`src/rtl/lq_pkg.sv`:
```
package lq_pkg;
    parameter int ADDR_W = 32;
    parameter int SEQ_W  = 16;
    parameter int SQI_W  = 4;

    typedef struct packed {
        logic [SEQ_W-1:0]  seq;
        logic [SQI_W-1:0]  sq_tail;
        logic [ADDR_W-1:0] addr;
        logic              addr_ok;
    } lq_entry_t;

    // modular add for ring indices, b must not exceed n
    function automatic int unsigned ring_add(int unsigned a, int unsigned b, int unsigned n);
        int unsigned s;
        s = a + b;
        return (s >= n) ? s - n : s;
    endfunction

    function automatic int unsigned ring_sub(int unsigned a, int unsigned b, int unsigned n);
        return ring_add(a, n - b, n);
    endfunction
endpackage

```
`src/rtl/lq_ring.sv`:
```
module lq_ring
    import lq_pkg::*;
#(
    parameter int DEPTH = 8,
    parameter int SLOTS = DEPTH + 1,
    parameter int IDX_W = $clog2(SLOTS),
    parameter int CNT_W = $clog2(DEPTH + 1)
) (
    input  logic              clk,
    input  logic              rst,
    input  logic              alloc_vld,
    input  logic [SEQ_W-1:0]  alloc_seq,
    input  logic [SQI_W-1:0]  alloc_sq_tail,
    output logic              alloc_ok,
    input  logic              ld_exec_vld,
    input  logic [IDX_W-1:0]  ld_exec_idx,
    input  logic [ADDR_W-1:0] ld_exec_addr,
    input  logic              commit_vld,
    input  logic [SEQ_W-1:0]  commit_seq,
    input  logic              squash_vld,
    input  logic [SEQ_W-1:0]  squash_seq,
    output lq_entry_t         ent_q [SLOTS],
    output logic [SLOTS-1:0]  live,
    output logic [IDX_W-1:0]  tail_q,
    output logic [CNT_W-1:0]  count_q
);
    typedef logic [IDX_W-1:0] idx_t;

    idx_t             head_q;
    logic [CNT_W-1:0] n_commit, n_squash;
    logic             exec_ok;

    always_comb begin
        for (int i = 0; i < SLOTS; i++) begin
            live[i] = ring_sub(i, 32'(head_q), SLOTS) < 32'(count_q);
        end
    end

    // sequence numbers rise along the ring, so a count picks the prefix/suffix
    always_comb begin
        n_commit = '0;
        n_squash = '0;
        for (int i = 0; i < SLOTS; i++) begin
            n_commit = n_commit + CNT_W'(live[i] && commit_vld && (ent_q[i].seq <= commit_seq));
            n_squash = n_squash + CNT_W'(live[i] && squash_vld && (ent_q[i].seq > squash_seq));
        end
    end

    assign alloc_ok = alloc_vld && (count_q != CNT_W'(DEPTH)) && !squash_vld;
    assign exec_ok  = ld_exec_vld && (32'(ld_exec_idx) < SLOTS) && live[ld_exec_idx];

    always_ff @(posedge clk) begin
        if (rst) begin
            head_q  <= '0;
            tail_q  <= '0;
            count_q <= '0;
        end else begin
            head_q  <= idx_t'(ring_add(32'(head_q), 32'(n_commit), SLOTS));
            tail_q  <= idx_t'(ring_add(ring_sub(32'(tail_q), 32'(n_squash), SLOTS),
                                       32'(alloc_ok), SLOTS));
            count_q <= count_q - n_commit - n_squash + CNT_W'(alloc_ok);
        end
    end

    always_ff @(posedge clk) begin
        if (rst) begin
            for (int i = 0; i < SLOTS; i++) ent_q[i] <= '0;
        end else begin
            if (alloc_ok) begin
                ent_q[tail_q].seq     <= alloc_seq;
                ent_q[tail_q].sq_tail <= alloc_sq_tail;
                ent_q[tail_q].addr    <= '0;
                ent_q[tail_q].addr_ok <= 1'b0;
            end
            if (exec_ok) begin
                ent_q[ld_exec_idx].addr    <= ld_exec_addr;
                ent_q[ld_exec_idx].addr_ok <= 1'b1;
            end
        end
    end
endmodule

```
`src/rtl/lq_scan.sv`:
```
module lq_scan
    import lq_pkg::*;
#(
    parameter int SLOTS     = 9,
    parameter int IDX_W     = 4,
    parameter int GRAN_BITS = 8
) (
    input  lq_entry_t         ent_q [SLOTS],
    input  logic [SLOTS-1:0]  live,
    input  logic [IDX_W-1:0]  tail_q,
    input  logic [IDX_W-1:0]  st_idx,
    input  logic [ADDR_W-1:0] st_addr,
    output logic              hit,
    output logic [IDX_W-1:0]  hit_idx,
    output logic [SEQ_W-1:0]  hit_seq,
    output logic [SQI_W-1:0]  hit_sqt
);
    typedef logic [IDX_W-1:0] idx_t;

    logic [SLOTS-1:0] match;
    logic             open;
    idx_t             j;

    // per-slot compare on the coarse granule, only for executed live loads
    always_comb begin
        for (int i = 0; i < SLOTS; i++) begin
            match[i] = live[i] && ent_q[i].addr_ok &&
                       (ent_q[i].addr[ADDR_W-1:GRAN_BITS] == st_addr[ADDR_W-1:GRAN_BITS]);
        end
    end

    // walk from the captured index toward the tail, first hit wins
    always_comb begin
        hit     = 1'b0;
        hit_idx = '0;
        open    = 32'(st_idx) < SLOTS;
        for (int k = 0; k < SLOTS; k++) begin
            j = idx_t'(ring_add(32'(st_idx) % SLOTS, k, SLOTS));
            if (j == tail_q) open = 1'b0;
            if (open && !hit && match[j]) begin
                hit     = 1'b1;
                hit_idx = j;
            end
        end
        hit_seq = ent_q[hit_idx].seq;
        hit_sqt = ent_q[hit_idx].sq_tail;
    end
endmodule

```
`src/rtl/lq_viol.sv`:
```
module lq_viol
    import lq_pkg::*;
#(
    parameter int IDX_W  = 4,
    parameter int VCNT_W = 16
) (
    input  logic              clk,
    input  logic              rst,
    input  logic              st_exec_vld,
    input  logic              hit,
    input  logic [IDX_W-1:0]  hit_idx,
    input  logic [SEQ_W-1:0]  hit_seq,
    input  logic [SQI_W-1:0]  hit_sqt,
    input  logic              viol_rd,
    output logic              st_fault,
    output logic              viol_vld,
    output logic [IDX_W-1:0]  viol_idx,
    output logic [SEQ_W-1:0]  viol_seq,
    output logic [SQI_W-1:0]  viol_sq_tail,
    output logic [VCNT_W-1:0] viol_cnt
);
    logic take;
    assign take = st_exec_vld && !viol_vld && hit;

    always_ff @(posedge clk) begin
        if (rst) begin
            st_fault     <= 1'b0;
            viol_vld     <= 1'b0;
            viol_idx     <= '0;
            viol_seq     <= '0;
            viol_sq_tail <= '0;
            viol_cnt     <= '0;
        end else begin
            st_fault <= take;
            if (take) begin
                viol_vld     <= 1'b1;
                viol_idx     <= hit_idx;
                viol_seq     <= hit_seq;
                viol_sq_tail <= hit_sqt;
                viol_cnt     <= viol_cnt + VCNT_W'(1);
            end else if (viol_rd && viol_vld) begin
                viol_vld <= 1'b0;
            end
        end
    end
endmodule

```
`src/rtl/lq_order_check.sv`:
```
module lq_order_check
    import lq_pkg::*;
#(
    parameter int DEPTH     = 8,
    parameter int GRAN_BITS = 8,
    parameter int VCNT_W    = 16,
    localparam int SLOTS    = DEPTH + 1,
    localparam int IDX_W    = $clog2(SLOTS),
    localparam int CNT_W    = $clog2(DEPTH + 1)
) (
    input  logic              clk,
    input  logic              rst,
    input  logic              alloc_vld,
    input  logic [SEQ_W-1:0]  alloc_seq,
    input  logic [SQI_W-1:0]  alloc_sq_tail,
    output logic              alloc_ok,
    output logic [IDX_W-1:0]  lq_tail,
    output logic              lq_full,
    output logic [CNT_W-1:0]  lq_count,
    input  logic              ld_exec_vld,
    input  logic [IDX_W-1:0]  ld_exec_idx,
    input  logic [ADDR_W-1:0] ld_exec_addr,
    input  logic              st_exec_vld,
    input  logic [IDX_W-1:0]  st_lq_idx,
    input  logic [ADDR_W-1:0] st_addr,
    output logic              st_fault,
    output logic              viol_vld,
    output logic [IDX_W-1:0]  viol_idx,
    output logic [SEQ_W-1:0]  viol_seq,
    output logic [SQI_W-1:0]  viol_sq_tail,
    input  logic              viol_rd,
    output logic [VCNT_W-1:0] viol_cnt,
    input  logic              commit_vld,
    input  logic [SEQ_W-1:0]  commit_seq,
    input  logic              squash_vld,
    input  logic [SEQ_W-1:0]  squash_seq
);
    lq_entry_t        ent_q [SLOTS];
    logic [SLOTS-1:0] live;
    logic             hit;
    logic [IDX_W-1:0] hit_idx;
    logic [SEQ_W-1:0] hit_seq;
    logic [SQI_W-1:0] hit_sqt;

    lq_ring #(.DEPTH(DEPTH), .SLOTS(SLOTS), .IDX_W(IDX_W), .CNT_W(CNT_W)) u_ring (
        .clk, .rst, .alloc_vld, .alloc_seq, .alloc_sq_tail, .alloc_ok,
        .ld_exec_vld, .ld_exec_idx, .ld_exec_addr,
        .commit_vld, .commit_seq, .squash_vld, .squash_seq,
        .ent_q, .live, .tail_q(lq_tail), .count_q(lq_count)
    );

    lq_scan #(.SLOTS(SLOTS), .IDX_W(IDX_W), .GRAN_BITS(GRAN_BITS)) u_scan (
        .ent_q, .live, .tail_q(lq_tail), .st_idx(st_lq_idx), .st_addr,
        .hit, .hit_idx, .hit_seq, .hit_sqt
    );

    lq_viol #(.IDX_W(IDX_W), .VCNT_W(VCNT_W)) u_viol (
        .clk, .rst, .st_exec_vld, .hit, .hit_idx, .hit_seq, .hit_sqt, .viol_rd,
        .st_fault, .viol_vld, .viol_idx, .viol_seq, .viol_sq_tail, .viol_cnt
    );

    assign lq_full = (lq_count == CNT_W'(DEPTH));
endmodule

```
`config.mk`:
```
export PLATFORM = sky130hd
export DESIGN_NAME = lq_order_check
export DESIGN_NICKNAME = d
export VERILOG_FILES = /design/src/rtl/lq_pkg.sv /design/src/rtl/lq_ring.sv /design/src/rtl/lq_scan.sv /design/src/rtl/lq_viol.sv /design/src/rtl/lq_order_check.sv
export SDC_FILE = /design/constraint.sdc
export NUM_CORES = 2
export LEC_CHECK = 0
export BUFFER_PORTS_ARGS = -buffer_cell sky130_fd_sc_hd__buf_4
export CAP_MARGIN = 20
export CORE_MARGIN = 2
export CORE_UTILIZATION = 64
export CTS_CLUSTER_DIAMETER = 40
export DETAILED_ROUTE_END_ITERATION = 6
export MAX_ROUTING_LAYER = met4
export PLACE_DENSITY = 0.82
export SKIP_LAST_GASP = 1
export SLEW_MARGIN = 30
export SYNTH_ARGS = -nofsm -noshare
export SYNTH_HDL_FRONTEND = slang
export SYNTH_HIERARCHICAL = 1
export SYNTH_SLANG_ARGS = --single-unit
```
`constraint.sdc`:
```
create_clock -name clk -period 14.45 [get_ports clk]
set_clock_uncertainty 0.05 [all_clocks]
set_input_delay 2.1675 -clock clk [delete_from_list [all_inputs] [get_ports clk]]
set_output_delay 2.1675 -clock clk [all_outputs]
set_load 0.005 [all_outputs]
```
==> flow_summary_export.csv <==
group,metric,value,unit
detailed_routing,wl_per_cell,23.90,um
critical_path,endpoint_kind,"flip-flop",
clock_tree,clkSlewWorstSetupHoldPaths,50,ps
critical_path,cp-start-kind,"flip-flop",
clock_tree,cts_tree,"done",
clock_tree,cts_root_buf,"clkbuf_16",
die,die-area,0.06083,mm^2
global_routing,grt_pass1_vias,35288,
timing,tightest_slew,1058,ps
timing,fmax,73.83,MHz
die,core.rowCount,88,
clock_tree,cts_setup_buffers,0,
clock_tree,clockBufferDepth,3,
run_status,violations,"DRC",
critical_path,crit_path_max_fanout,15,
clock_tree,cts_hold_buf,0,
finish,nets,5323,
synth,avgSynthCellArea,7.981,um^2
global_routing,grt_max_degree,101,
place,port_buffers,167,
die,io_pins,184,
synth,yosysWarnings,6,
finish,layout.cells.non_filler,5547,
hold_path,hold_class,"flip-flop to flip-flop",
critical_path,cp.arrival,14010,ps
pwr,leakage,0.01736,uW
detailed_routing,vias_per_cell,6.782,
critical_path,cp_slowest_stage_delay,600,ps
place,dp_hpwl,91840,um
synth,syn-num-nets,5322,
clock_tree,clk_latency,630,ps
synth,syn-cell-area,0.03768,mm^2
detailed_routing,firstDrtPassIters,7,
run_status,status,"complete, but fails checks",
timing,hold_viol_final,0,
finish,fin_util,0.7187,
global_routing,grt_pass1_wl,200000,um
place,place_inst,5411,
detailed_routing,wl_met2,56790,um
finish,final-seq-area,0.009189,mm^2
detailed_routing,routed_wl,132600,um
critical_path,path_buf_inv,3,
finish,fillers,4591,
timing,period_needed,13540,ps
run,maxCapViolCount,0,
die,initial_core_util,0.6506,
pwr,vdd_drop_max,0.4259,mV
finish,n_antenna_cell,0,
finish,layout_commonest_cell,"nand2_1",
die,die_w,246.6,um
timing,setup-violations-final,0,
timing,rsz0062_at_grt,"no",
finish,multi_input_area,0.02676,mm^2
detailed_routing,vias,37620,
timing,slew_headroom,0.2857,
detailed_routing,antenna_left,0,
pwr,total_power,7865,uW
die,coreArea,0.05792,mm^2
critical_path,critPathSlowestCell,"nor4_1",
clock_tree,post_cts_resized,0,
critical_path,critical_path.most_common_cell,"ha_1",
timing,slew_viol_final,0,
critical_path,cp.required,14910,ps
synth,syn_inst,4721,
finish,area_growth,10.47,%
clock_tree,htreeDepth,3,
finish,final_cell_mix,"nand2_1 (656), dfxtp_1 (459), ha_1 (453)",
detailed_routing,drc_errors,5,
finish,drive_above_1_share,0.09933,
clock_tree,cts_num_sinks,459,
global_routing,antenna_found_initial,0,
critical_path,crit_family,"adder cells",
detailed_routing,route.met3.wl,15040,um
die,die_h,246.6,um
timing,period_share,0.9373,
global_routing,grt_use_total,0.4358,
place,gp_congestion,1.027,
timing,tns,0,ps
global_routing,overflow,0,
detailed_routing,topRoutingLayerUsed,"met4",
pwr,power_density,189.0,mW/mm^2
detailed_routing,first_iter_violations,4678,
critical_path,criticalPathCategory,"flip-flop to flip-flop",
clock_tree,cts_made_buffers,73,
detailed_routing,met1_length,51280,um
power breakdown:
| group | switching (uW) | internal, uW | leakage, uW |
|---|---|---|---|
| clock network | 707 | 1110 | 0.00122 |
| registers | 75.1 | 1350 | 0.00370 |
| logic | 2800 | 1820 | 0.0124 |
final timing paths:
path | end | slack [ps] | from | cells after the start
setup reg to reg | u_ring/tail_q[0] | 910 | u_ring/head_q[1] | 44
setup / recovery | u_ring/tail_q[0] | 910 | u_ring/head_q[1] | 44
hold reg to reg | u_ring/ent_q[0] | 400 | u_ring/ent_q[0] | 2
hold / removal | u_ring/ent_q[0] | 400 | u_ring/ent_q[0] | 2
final cells by class:
cell class | instances | area share
multi-input cells | 3839 | 0.6428
flip-flops and latches | 459 | 0.2208
clock buffers | 86 | 0.04629
repair buffers | 219 | 0.04034
well taps | 765 | 0.02300
clock inverters | 49 | 0.01506
inverters | 130 | 0.01172
worst min-delay path: stages (launching register included):
cell and delay [ps]:
dfxtp_1 300, nand2_1 50, a21oi_1 50
metrics by stage:
stage                     cell area, um^2  worst slack (ps)  hold WS [ps]
after floorplan                     37680              2120         381.9
after global placement              38990              1250         389.4
after detailed placement            39040              1055         394.1
after CTS                           41600              1038         401.5
after global routing                41620             86.76         415.1
final                               41620             905.3         400.4
layer usage:
metal / GRT usage / vias to the layer above
met5: - / -
met1: 0.5412 / 17562
met3: 0.08508 / 595
li1: - / 17122
met2: 0.6481 / 2341
met4: 0.2750 / 0
Note: power is estimated with default switching activity, not from simulation.
